===== config.mk =====
export PLATFORM = sky130hd
export DESIGN_NAME = spi_reg_target
export DESIGN_NICKNAME = d
export VERILOG_FILES = /design/src/rtl/spi_reg_pkg.sv /design/src/rtl/spi_reg_ctrl.sv /design/src/rtl/spi_reg_dpath.sv /design/src/rtl/spi_reg_target.sv
export SDC_FILE = /design/constraint.sdc
export NUM_CORES = 1
export LEC_CHECK = 0
export ABC_AREA = 1
export CAP_MARGIN = 10
export CORE_ASPECT_RATIO = 1.75
export CORE_MARGIN = 8
export CORE_UTILIZATION = 40
export DETAILED_ROUTE_END_ITERATION = 10
export GPL_TIMING_DRIVEN = 0
export HOLD_SLACK_MARGIN = 0.02
export PLACE_DENSITY = 0.67
export RECOVER_POWER = 100
export SYNTH_ARGS = -nofsm -noshare
export SYNTH_HDL_FRONTEND = slang
export SYNTH_HIERARCHICAL = 1
export SYNTH_SLANG_ARGS = --single-unit

===== constraint.sdc =====
create_clock -name clk -period 1.93 [get_ports clk]
set_input_delay 0.193 -clock clk [delete_from_list [all_inputs] [get_ports clk]]
set_output_delay 0.193 -clock clk [all_outputs]
set_load 0.005 [all_outputs]

===== src/rtl/spi_reg_pkg.sv =====
package spi_reg_pkg;
  // strobes from the serial-timing control to the datapath
  typedef struct packed {
    logic sample;    // rising serial clock edge: take one bit in
    logic drive;     // falling serial clock edge: advance the output bit
    logic cmdDone;   // the command byte is complete this cycle
    logic dataDone;  // a data byte is complete this cycle
    logic abort;     // chip select is inactive
    logic inData;    // the transfer is past its command byte
  } spiStrobe_t;
endpackage


===== src/rtl/spi_reg_ctrl.sv =====
module spi_reg_ctrl
  import spi_reg_pkg::*;
#(
  parameter int DATA_W = 8
) (
  input  logic       clk,
  input  logic       rstN,
  input  logic       csN,
  input  logic       spc,
  input  logic       sdi,
  output logic       sdiSync,
  output spiStrobe_t strobe
);
  localparam int CNT_W = $clog2(DATA_W);
  localparam logic [CNT_W-1:0] LAST_BIT = CNT_W'(DATA_W - 1);

  logic csMeta, csSync;
  logic spcMeta, spcSync, spcDly;
  logic sdiMeta;
  logic [CNT_W-1:0] bitCnt;
  logic inData;
  logic active, spcRise, spcFall, lastBit;

  // two-stage synchronisers, the clock has one more stage for edge detection
  always_ff @(posedge clk or negedge rstN) begin
    if (!rstN) begin
      csMeta  <= 1'b1;
      csSync  <= 1'b1;
      spcMeta <= 1'b1;
      spcSync <= 1'b1;
      spcDly  <= 1'b1;
      sdiMeta <= 1'b0;
      sdiSync <= 1'b0;
    end else begin
      csMeta  <= csN;
      csSync  <= csMeta;
      spcMeta <= spc;
      spcSync <= spcMeta;
      spcDly  <= spcSync;
      sdiMeta <= sdi;
      sdiSync <= sdiMeta;
    end
  end

  assign active  = !csSync;
  assign spcRise = active && spcSync && !spcDly;
  assign spcFall = active && !spcSync && spcDly;
  assign lastBit = (bitCnt == LAST_BIT);

  always_ff @(posedge clk or negedge rstN) begin
    if (!rstN) begin
      bitCnt <= '0;
      inData <= 1'b0;
    end else if (!active) begin
      bitCnt <= '0;
      inData <= 1'b0;
    end else if (spcRise) begin
      bitCnt <= lastBit ? '0 : bitCnt + CNT_W'(1);
      if (lastBit) inData <= 1'b1;
    end
  end

  always_comb begin
    strobe.sample   = spcRise;
    // the first falling edge of a byte presents the MSB already loaded
    strobe.drive    = spcFall && (bitCnt != '0);
    strobe.cmdDone  = spcRise && lastBit && !inData;
    strobe.dataDone = spcRise && lastBit && inData;
    strobe.abort    = !active;
    strobe.inData   = inData;
  end
endmodule


===== src/rtl/spi_reg_dpath.sv =====
module spi_reg_dpath
  import spi_reg_pkg::*;
#(
  parameter int ADDR_W = 6,
  parameter int DATA_W = 8
) (
  input  logic              clk,
  input  logic              rstN,
  input  spiStrobe_t        strobe,
  input  logic              sdiBit,
  input  logic [DATA_W-1:0] regRdData,
  output logic              txBit,
  output logic              isWrite,
  output logic [ADDR_W-1:0] regAddr,
  output logic              regWrEn,
  output logic [DATA_W-1:0] regWrData,
  output logic              regRdEn
);
  localparam int MSB = DATA_W - 1;

  logic [DATA_W-1:0] rxShift, rxNext, txShift;
  logic [ADDR_W-1:0] addrQ;

  assign rxNext = {rxShift[MSB-1:0], sdiBit};

  always_comb begin
    regWrEn   = strobe.dataDone && isWrite;
    regRdEn   = (strobe.cmdDone && !rxNext[MSB]) || (strobe.dataDone && !isWrite);
    regWrData = rxNext;
    if (strobe.cmdDone)
      regAddr = rxNext[MSB-1 -: ADDR_W];
    else if (strobe.dataDone && !isWrite)
      regAddr = addrQ + ADDR_W'(1);  // fetch ahead for the next read byte
    else
      regAddr = addrQ;
  end

  always_ff @(posedge clk or negedge rstN) begin
    if (!rstN) begin
      rxShift <= '0;
      addrQ   <= '0;
      isWrite <= 1'b0;
    end else if (strobe.abort) begin
      rxShift <= '0;
      isWrite <= 1'b0;
    end else if (strobe.sample) begin
      rxShift <= rxNext;
      if (strobe.cmdDone) begin
        isWrite <= rxNext[MSB];
        addrQ   <= rxNext[MSB-1 -: ADDR_W];
      end else if (strobe.dataDone) begin
        addrQ <= addrQ + ADDR_W'(1);
      end
    end
  end

  always_ff @(posedge clk or negedge rstN) begin
    if (!rstN)             txShift <= '0;
    else if (strobe.abort) txShift <= '0;
    else if (regRdEn)      txShift <= regRdData;
    else if (strobe.drive) txShift <= {txShift[MSB-1:0], 1'b0};
  end

  assign txBit = txShift[MSB];
endmodule


===== src/rtl/spi_reg_target.sv =====
module spi_reg_target
  import spi_reg_pkg::*;
#(
  parameter int ADDR_W = 6,
  parameter int DATA_W = ADDR_W + 2
) (
  input  logic              clk,
  input  logic              rstN,
  input  logic              csN,
  input  logic              spc,
  input  logic              sdi,
  input  logic              threeWire,
  output logic              txBit,
  output logic              sdoOe,
  output logic              sdioOe,
  output logic [ADDR_W-1:0] regAddr,
  output logic              regWrEn,
  output logic [DATA_W-1:0] regWrData,
  output logic              regRdEn,
  input  logic [DATA_W-1:0] regRdData
);
  spiStrobe_t strobe;
  logic sdiSync, isWrite, readPhase;

  spi_reg_ctrl #(.DATA_W(DATA_W)) i_ctrl (
    .clk(clk), .rstN(rstN), .csN(csN), .spc(spc), .sdi(sdi),
    .sdiSync(sdiSync), .strobe(strobe)
  );

  spi_reg_dpath #(.ADDR_W(ADDR_W), .DATA_W(DATA_W)) i_dpath (
    .clk(clk), .rstN(rstN), .strobe(strobe), .sdiBit(sdiSync),
    .regRdData(regRdData), .txBit(txBit), .isWrite(isWrite),
    .regAddr(regAddr), .regWrEn(regWrEn), .regWrData(regWrData),
    .regRdEn(regRdEn)
  );

  assign readPhase = strobe.inData && !isWrite && !strobe.abort;
  assign sdoOe     = readPhase && !threeWire;
  assign sdioOe    = readPhase && threeWire;
endmodule


# [After elaboration in Yosys (flattened, before gate mapping)]
# Index checks and enable logic that the tools add are counted.
[totals] register_bits=33 inputBits=14
[classes] addsub=2 n_eq_ne=1 mux=18 bitwise_logic=1 reduce_logical=32
[op_table] cell="$mux 6" count=4
[op_table] cell="$mux 8" count=3
[op_table] cell="$logic_and 1x1->1" count=15
[op_table] cell="$mux 7" count=2
[op_table] cell="$mux 3" count=3
[op_table] cell="$reduce_bool 2->1" count=4
[op_table] cell="$logic_not 1->1" count=7
[op_table] cell="$add 6x1->6 const B" count=1
[op_table] cell="$mux 1" count=6
[op_table] cell="$reduce_bool 3->1" count=2
[op_table] cell="$reduce_and 2->1" count=2
[op_table] cell="$add 3x1->3 const B" count=1
[op_table] cell="$eq 3x3->1 const B" count=1
[op_table] cell="$reduce_and 3->1" count=1
[op_table] cell="$logic_or 1x1->1" count=1
[op_table] cell="$not 1->1" count=1

# [Depth between registers and ports, before layout]
# Gate-level depths: netlist of run 1.
[logic_depth] ltp_word=9 ltp_mapped=12 ltp_nobuf=12

# [By module]
# The synthesis of run 1 kept the hierarchy.
[modules_own_cells] module="spi_reg_dpath" instances=1 cells_per_inst=173 area_each_um2=1267.5
[modules_own_cells] module="spi_reg_ctrl" instances=1 cells_per_inst=44 area_each_um2=464.2
[modules_own_cells] module="spi_reg_target" instances=1 cells_per_inst=6 area_each_um2=28.8

# [Worst setup path after synthesis of run 1]
# OpenSTA, ideal clock, no wires.
[synth_path] kind="reg2out" start="register i_ctrl.bitCnt[0]" end="output port regAddr[3]" arrival_ns=1.583 required_time_ns=1.737 setup_slack_ns=0.154 stages_incl_launch_ff=12 path_buffers=1 path_cell_list="dfrtp_1 > ha_1 > ha_1 > nand4_2 > nor2_1 > inv_2 > nor2_4 > inv_4 > buf_6 > a21oi_2 > o21ai_1 > nand2_1"
[synth_lines] item="start: declaration" line="spi_reg_ctrl.sv:20" source="logic [CNT_W-1:0] bitCnt;"
[synth_lines] item="start signal: assignment" line="spi_reg_ctrl.sv:58" source="bitCnt <= lastBit ? '0 : bitCnt + CNT_W'(1);"
[synth_lines] item="end: declaration" line="spi_reg_target.sv:16" source="output logic [ADDR_W-1:0] regAddr,"

==> results of run 1 <==
## cell usage after synthesis, types with 3 or more instances
master,number,area share
dfrtp_1,28,0.40
o21ai_0,11,0.031
xor2_1,3,0.015
nand3_1,19,0.054
inv_2,8,0.017
nand2_1,63,0.13
a21oi_1,5,0.014
o22ai_1,6,0.021
ha_1,4,0.028
inv_1,25,0.053
dfstp_2,5,0.075
nor2_1,23,0.049
buf_4,5,0.021
## power groups by stage
stage	clock, mW	combinational, mW	sequential, mW
floorplan	0	0.0330	0.726
global placement	0	0.0843	0.727
detailed placement	0	0.0844	0.727
CTS	0.512	0.0912	0.714
global route	0.544	0.104	0.715
finish	0.495	0.0910	0.714
## per-layer routing
layer / track usage / vias to the layer above / routed length, um
li1: - / 815 / -
met1: 0.117 / 782 / 1560
met2: 0.267 / 53 / 2590
met3: 0.0302 / 14 / 208
met4: 0.106 / 0 / 208
met5: 0 / - / 0
## what timing repair did
action	CTS	global route
gates resized for setup	49	13
hold buffers	1	0
setup endpoints to repair	23	22
gates cloned	1	0
buffers inserted	16	4
pin swaps	13	9
hold endpoints to repair	28	0
## sequential cells by signal (all words and copies together), names as in the netlist
register         flops
i_ctrl/bitCnt        3
i_ctrl/spcMeta       1
i_ctrl/csMeta        1
i_ctrl/spcDly        1
i_ctrl/sdiSync       1
i_dpath/txShift      8
i_ctrl/spcSync       1
i_dpath/addrQ        6
i_dpath/rxShift      7
i_dpath/isWrite      1
i_ctrl/inData        1
i_ctrl/csSync        1
i_ctrl/sdiMeta       1
## area by class of cell
class	count	area share
tap	51	0.0256
inverter	34	0.0542
sequential	33	0.334
clock inverter	2	0.00401
multi-input combinational	150	0.338
timing repair buffer	51	0.194
clock buffer	6	0.0291
buffer	6	0.0226
## cells in the final DEF, fill, tap and decap left out, types with 3 or more instances in the layout
master and n:
clkbuf_8 5, buf_2 6, a21oi_2 3, nand2_1 63
clkdlybuf4s50_1 20, nor2_2 6, inv_2 7, dfstp_2 4
buf_4 16, buf_6 4, o21ai_0 8, o22ai_1 6
o21ai_1 5, dfrtp_1 28, inv_4 3, dlygate4sd3_1 4
nor2_1 15, xor2_1 3, a21oi_1 4, nand3_1 19
nor2_4 4, inv_1 24
## worst max path at each step
stage,start,end,depth (start not counted)
final,i_ctrl/bitCnt[0],regRdEn,9
after CTS,i_ctrl/bitCnt[0],regAddr[3],12
after global routing,i_ctrl/bitCnt[0],regAddr[1],9
after floorplan,i_ctrl/bitCnt[0],regAddr[3],11
after global placement,i_ctrl/bitCnt[0],regAddr[4],12
after detailed placement,i_ctrl/bitCnt[0],regAddr[0],12
## worst max-delay path, cell delays in order, from the launching register on
cell             delay (ns)
dfrtp_1                0.37
ha_2                   0.21
ha_4                   0.15
nand4_4                0.10
buf_4                  0.17
nor2_4                 0.17
buf_12                 0.15
nand2_8                0.09
nand2_8                0.08
clkdlybuf4s15_2        0.20
## kinds of logic (layout without fill, tap and decap cells)
family,count (synthesis),in the layout,share of synthesized area
and+or+nand+nor,113,113,0.279
buffers and inverters,40,99,0.102
AOI/OAI and AO/OA,30,30,0.103
xor gates and xnor gates,3,3,0.0149
DFF,33,33,0.473
adders and majority gates,4,4,0.0284
## metrics by stage
step	std cells	setup WS (ns)	hold slack, ns
detailed placement	306	-0.551	0.289
global route	333	-0.362	0.361
finish	333	-0.242	0.354
floorplan	223	0.154	-0.103
CTS	330	-0.224	0.306
global placement	306	-0.501	0.335
==> flow_metrics.py, run 1 <==
metrics = {
    "yosys": {
        "yosysSeqAreaShare": 0.473,
        "ys_ff_latch": 33,
        "synth-edff-count": 0,
        "synth_cell_types": 26,
        "async_flop_share": 1.00,
        "netlist_instances": 223,
        "synth_flop_cell": "dfrtp_1",
        "syn-num-nets": 241,
        "yosysWarningCount": 6,
        "synth_area_per_cell_um2": 7.89,
        "synthesis.area_mm2": 0.00176,
    },
    "power_and_ir_drop": {
        "p_int_uw": 999,
        "p_per_area_mw_per_mm2": 521,
        "finalPower_mw": 1.30,
        "clkPwrFrac": 0.381,
        "ir_drop_mv": 0.352,
        "p_sw_uw": 302,
        "seqPwrFrac": 0.549,
        "combinationalPowerShare": 0.070,
        "leakagePower_nw": 1.22,
        "sw_frac_of_total": 0.232,
    },
    "route": {
        "drt-total-wl_um": 4570,
        "ant_nets": 0,
        "drc": 0,
        "routedWlPerCell_um": 13.7,
        "drt_first_pass_iters": 4,
        "vias_per_cell": 5.00,
        "vias": 1664,
        "first_iter_violations": 108,
    },
    "final_layout": {
        "nFillCells": 409,
        "regArea_um2": 832,
        "final_core_util": 0.577,
        "num_antenna_cells": 0,
        "drive_above_1_share": 0.270,
        "multi_input_area_um2": 842,
        "design_area_mm2": 0.00249,
        "area_growth_syn_to_layout_pct": 41.7,
        "nets": 299,
    },
    "setup_path": {
        "reg2reg_from": "i_ctrl/bitCnt[0]",
        "crit_type": "reg2out",
        "rr_worst_depth": 11,
        "cp.arrival_ns": 1.98,
        "start_kind": "register",
        "reg2reg_to": "i_dpath/addrQ[5]",
        "crit_required_ns": 1.74,
        "path_max_fanout": 9,
        "worst_setup_path_end_kind": "output port",
        "ff2ff_setup_slack_ns": -0.02,
    },
    "clock_network": {
        "htree_levels": 2,
        "clock-root-buffer": "clkbuf_8",
        "cts-buffers-inserted": 5,
        "insertion_delay_ns": 0.28,
        "cts_sinks": 33,
        "clock_path_buffers": 2,
        "cts_tree": "yes",
        "clk_pin_slew_ns": 0.07,
    },
    "global_routing": {
        "grtUsageTotal": 0.142,
        "antenna_found_initial": 0,
        "grt_pass1_wl_um": 7690,
        "grt_pass1_vias": 1801,
        "grt_overflow_total": 0,
        "grt_max_degree": 34,
    },
    "sta": {
        "rsz0062_at_grt": "yes",
        "setup_viol": 10,
        "layout_setup_ws_ns": -0.242,
        "skew_ns": 0.00933,
        "hold_viol_final": 0,
        "relSlewSlack": 0.461,
        "min_period_ns": 2.17,
        "drv_slew": 0,
        "tightest_slew_ns": 0.809,
        "max_freq_mhz": 460,
        "tns_ns": -1.57,
        "fin_crit_sh": 1.13,
    },
    "min_path": {
        "min_to": "i_ctrl/sdiSync",
        "hp-class": "reg2reg",
        "hold_depth": 0,
        "hold_start": "i_ctrl/sdiMeta",
    },
    "die": {
        "fp-row-count": 32,
        "die_y_um": 104,
        "die_w_um": 66.2,
        "initial_utilization": 0.407,
        "core_mm2": 0.00432,
        "io_pins": 33,
        "die-area_mm2": 0.00686,
    },
    "place": {
        "dp_hpwl_um": 3140,
        "portBuffers": 32,
        "postPlaceCellArea_mm2": 0.00214,
        "globalplace.congestion": 0.799,
    },
    "outcome": {
        "violations": "negative setup slack",
        "run_status": "finished with violations",
    },
    "flow_run": {
        "maxCapViolCount": 0,
    },
}
(Power assumes the default switching activity.)
==> run 2: changes to the inputs <==
--- a/config.mk
+++ b/config.mk
@@ -13,6 +13,7 @@
 export DETAILED_ROUTE_END_ITERATION = 10
 export GPL_TIMING_DRIVEN = 0
 export HOLD_SLACK_MARGIN = 0.02
+export MAX_ROUTING_LAYER = met4
 export PLACE_DENSITY = 0.67
 export RECOVER_POWER = 100
 export SYNTH_ARGS = -nofsm -noshare
==> run 2 against run 1 <==
Compared with the run above: the flow still finishes with violations (negative setup slack); critical path depth is the same; combinational power is essentially flat; flip-flop and latch count did not move; utilization did not move; fmax is 0.24% higher; wire length about the same; clock skew about the same; critical path type unchanged; global-route usage up 0.37 points; register-to-register slack is essentially flat; clock-buffer cell count did not move; first-iteration DRC count did not move; cell area unchanged.
==> flow_metrics.py, run 2 (synthesized netlist as in run 1, its figures left out) <==
metrics = {
    "outcome": {
        "run_status": "finished with violations",
        "violations": "negative setup slack",
    },
    "place": {
        "portBuffers": 32,
        "postPlaceCellArea_mm2": 0.00214,
        "place_worst_setup_slack_ns": -0.551,
        "globalplace.congestion": 0.811,
        "dp_hpwl_um": 3140,
    },
    "sta": {
        "max_freq_mhz": 462,
        "fin_crit_sh": 1.12,
        "skew_ns": 0.00932,
        "tightest_slew_ns": 0.809,
        "rsz0062_at_grt": "yes",
        "setup_viol": 10,
        "drv_slew": 0,
        "layout_setup_ws_ns": -0.237,
        "tns_ns": -1.52,
        "hold_viol_final": 0,
        "relSlewSlack": 0.461,
        "min_period_ns": 2.17,
    },
    "global_routing": {
        "grt_pass1_wl_um": 7680,
        "grt_overflow_total": 0,
        "grt_pass1_vias": 1804,
        "grt_max_degree": 34,
        "grtUsageTotal": 0.145,
        "antenna_found_initial": 0,
    },
    "min_path": {
        "hp-class": "reg2reg",
    },
    "power_and_ir_drop": {
        "clkPwrFrac": 0.380,
        "p_int_uw": 999,
        "ir_drop_mv": 0.352,
        "sw_frac_of_total": 0.231,
        "seqPwrFrac": 0.550,
        "p_sw_uw": 301,
        "leakagePower_nw": 1.22,
        "p_per_area_mw_per_mm2": 521,
        "combinationalPowerShare": 0.070,
    },
    "route": {
        "routedWlPerCell_um": 13.7,
        "ant_nets": 0,
        "vias_per_cell": 5.00,
        "drc": 0,
        "first_iter_violations": 108,
        "drt_first_pass_iters": 4,
        "vias": 1665,
        "drt-total-wl_um": 4570,
    },
    "setup_path": {
        "cp.arrival_ns": 1.97,
        "reg2reg_from": "i_ctrl/bitCnt[0]",
        "rr_worst_depth": 11,
        "crit_required_ns": 1.74,
        "path_max_fanout": 9,
        "crit_start": "i_ctrl/bitCnt[0]",
        "start_kind": "register",
        "crit_type": "reg2out",
        "reg2reg_to": "i_dpath/addrQ[5]",
        "ff2ff_setup_slack_ns": -0.02,
        "critical_path.endpoint": "regRdEn",
        "worst_setup_path_end_kind": "output port",
    },
    "final_layout": {
        "multi_input_area_um2": 842,
        "nFillCells": 409,
        "biggestRegsByFlops": "i_dpath/txShift (8), i_dpath/rxShift (7), i_dpath/addrQ (6)",
        "nets": 299,
        "num_antenna_cells": 0,
        "regArea_um2": 832,
        "design_area_mm2": 0.00249,
        "final_cell_mix": "nand2_1, dfrtp_1, inv_1",
        "layout_commonest_cell": "nand2_1",
        "largest_reg_flops": 8,
        "area_growth_syn_to_layout_pct": 41.7,
        "drive_above_1_share": 0.270,
        "largest_register": "i_dpath/txShift",
    },
    "clock_network": {
        "clk_pin_slew_ns": 0.07,
        "cts-buffers-inserted": 5,
        "insertion_delay_ns": 0.28,
        "cts_tree": "yes",
        "cts_sinks": 33,
        "clock_path_buffers": 2,
        "htree_levels": 2,
        "clock-root-buffer": "clkbuf_8",
    },
    "die": {
        "initial_utilization": 0.407,
        "die-area_mm2": 0.00686,
        "die_w_um": 66.2,
        "die_y_um": 104,
        "core_mm2": 0.00432,
        "fp-row-count": 32,
        "io_pins": 33,
    },
    "flow_run": {
        "maxCapViolCount": 0,
    },
}
## run 2: critical path, cell delays in order, from the launching register on
cell	delay (ns)
dfrtp_1	0.37
ha_2	0.21
ha_4	0.15
nand4_4	0.10
buf_4	0.17
nor2_4	0.17
buf_12	0.15
nand2_8	0.09
nand2_8	0.08
clkdlybuf4s15_2	0.20
## run 2: what timing repair did
action / in CTS / in global routing
hold buffers: 1 / 0
pin swaps: 13 / 9
hold endpoints to repair: 28 / 0
endpoints found under the setup margin: 23 / 22
buffers inserted: 16 / 4
gates cloned: 1 / 0
resized for setup: 49 / 13
## run 2: metrics by stage
step	total power [mW]	hold slack (ns)	utilization	std cells
after floorplan	0.759	-0.103	-	223
after global placement	0.811	0.335	0.496	306
after detailed placement	0.812	0.289	0.495	306
after CTS	1.32	0.306	0.566	330
after global routing	1.36	0.361	0.577	333
final	1.30	0.353	0.577	333
## run 2: final cells by class
cell class	count	area share
Buffer	6	0.0226
Clock buffer	6	0.0291
Clock inverter	2	0.00401
Inverter	34	0.0542
Multi-Input combinational cell	150	0.338
Sequential cell	33	0.334
Tap cell	51	0.0256
Timing Repair Buffer	51	0.194
## run 2: layer usage
metal  wire length, um  track usage  vias up
met4               208        0.106        0
met3               200       0.0291       14
li1                  -            -      815
met5                 0            -        -
met1              1570        0.118      783
met2              2580        0.267       53
## run 2: how the worst min path moves through the flow
stage | depth (start not counted) | slack, ns | endpoint | start
floorplan | 0 | -0.10 | i_ctrl/bitCnt[0] | rstN
global placement | 0 | 0.33 | i_ctrl/sdiSync | i_ctrl/sdiMeta
detailed placement | 1 | 0.29 | i_dpath/addrQ[0] | rstN
CTS | 1 | 0.31 | i_ctrl/csMeta | csN
global route | 0 | 0.36 | i_ctrl/csSync | i_ctrl/csMeta
finish | 0 | 0.35 | i_ctrl/sdiSync | i_ctrl/sdiMeta
## run 2: power by group through the flow
stage          logic, mW  registers, mW  clock network, mW
3_3_place_gp      0.0843          0.727                  0
4_1_cts           0.0912          0.714              0.512
6_report          0.0910          0.714              0.494
3_5_place_dp      0.0844          0.727                  0
5_1_grt            0.104          0.715              0.547
2_1_floorplan     0.0330          0.726                  0
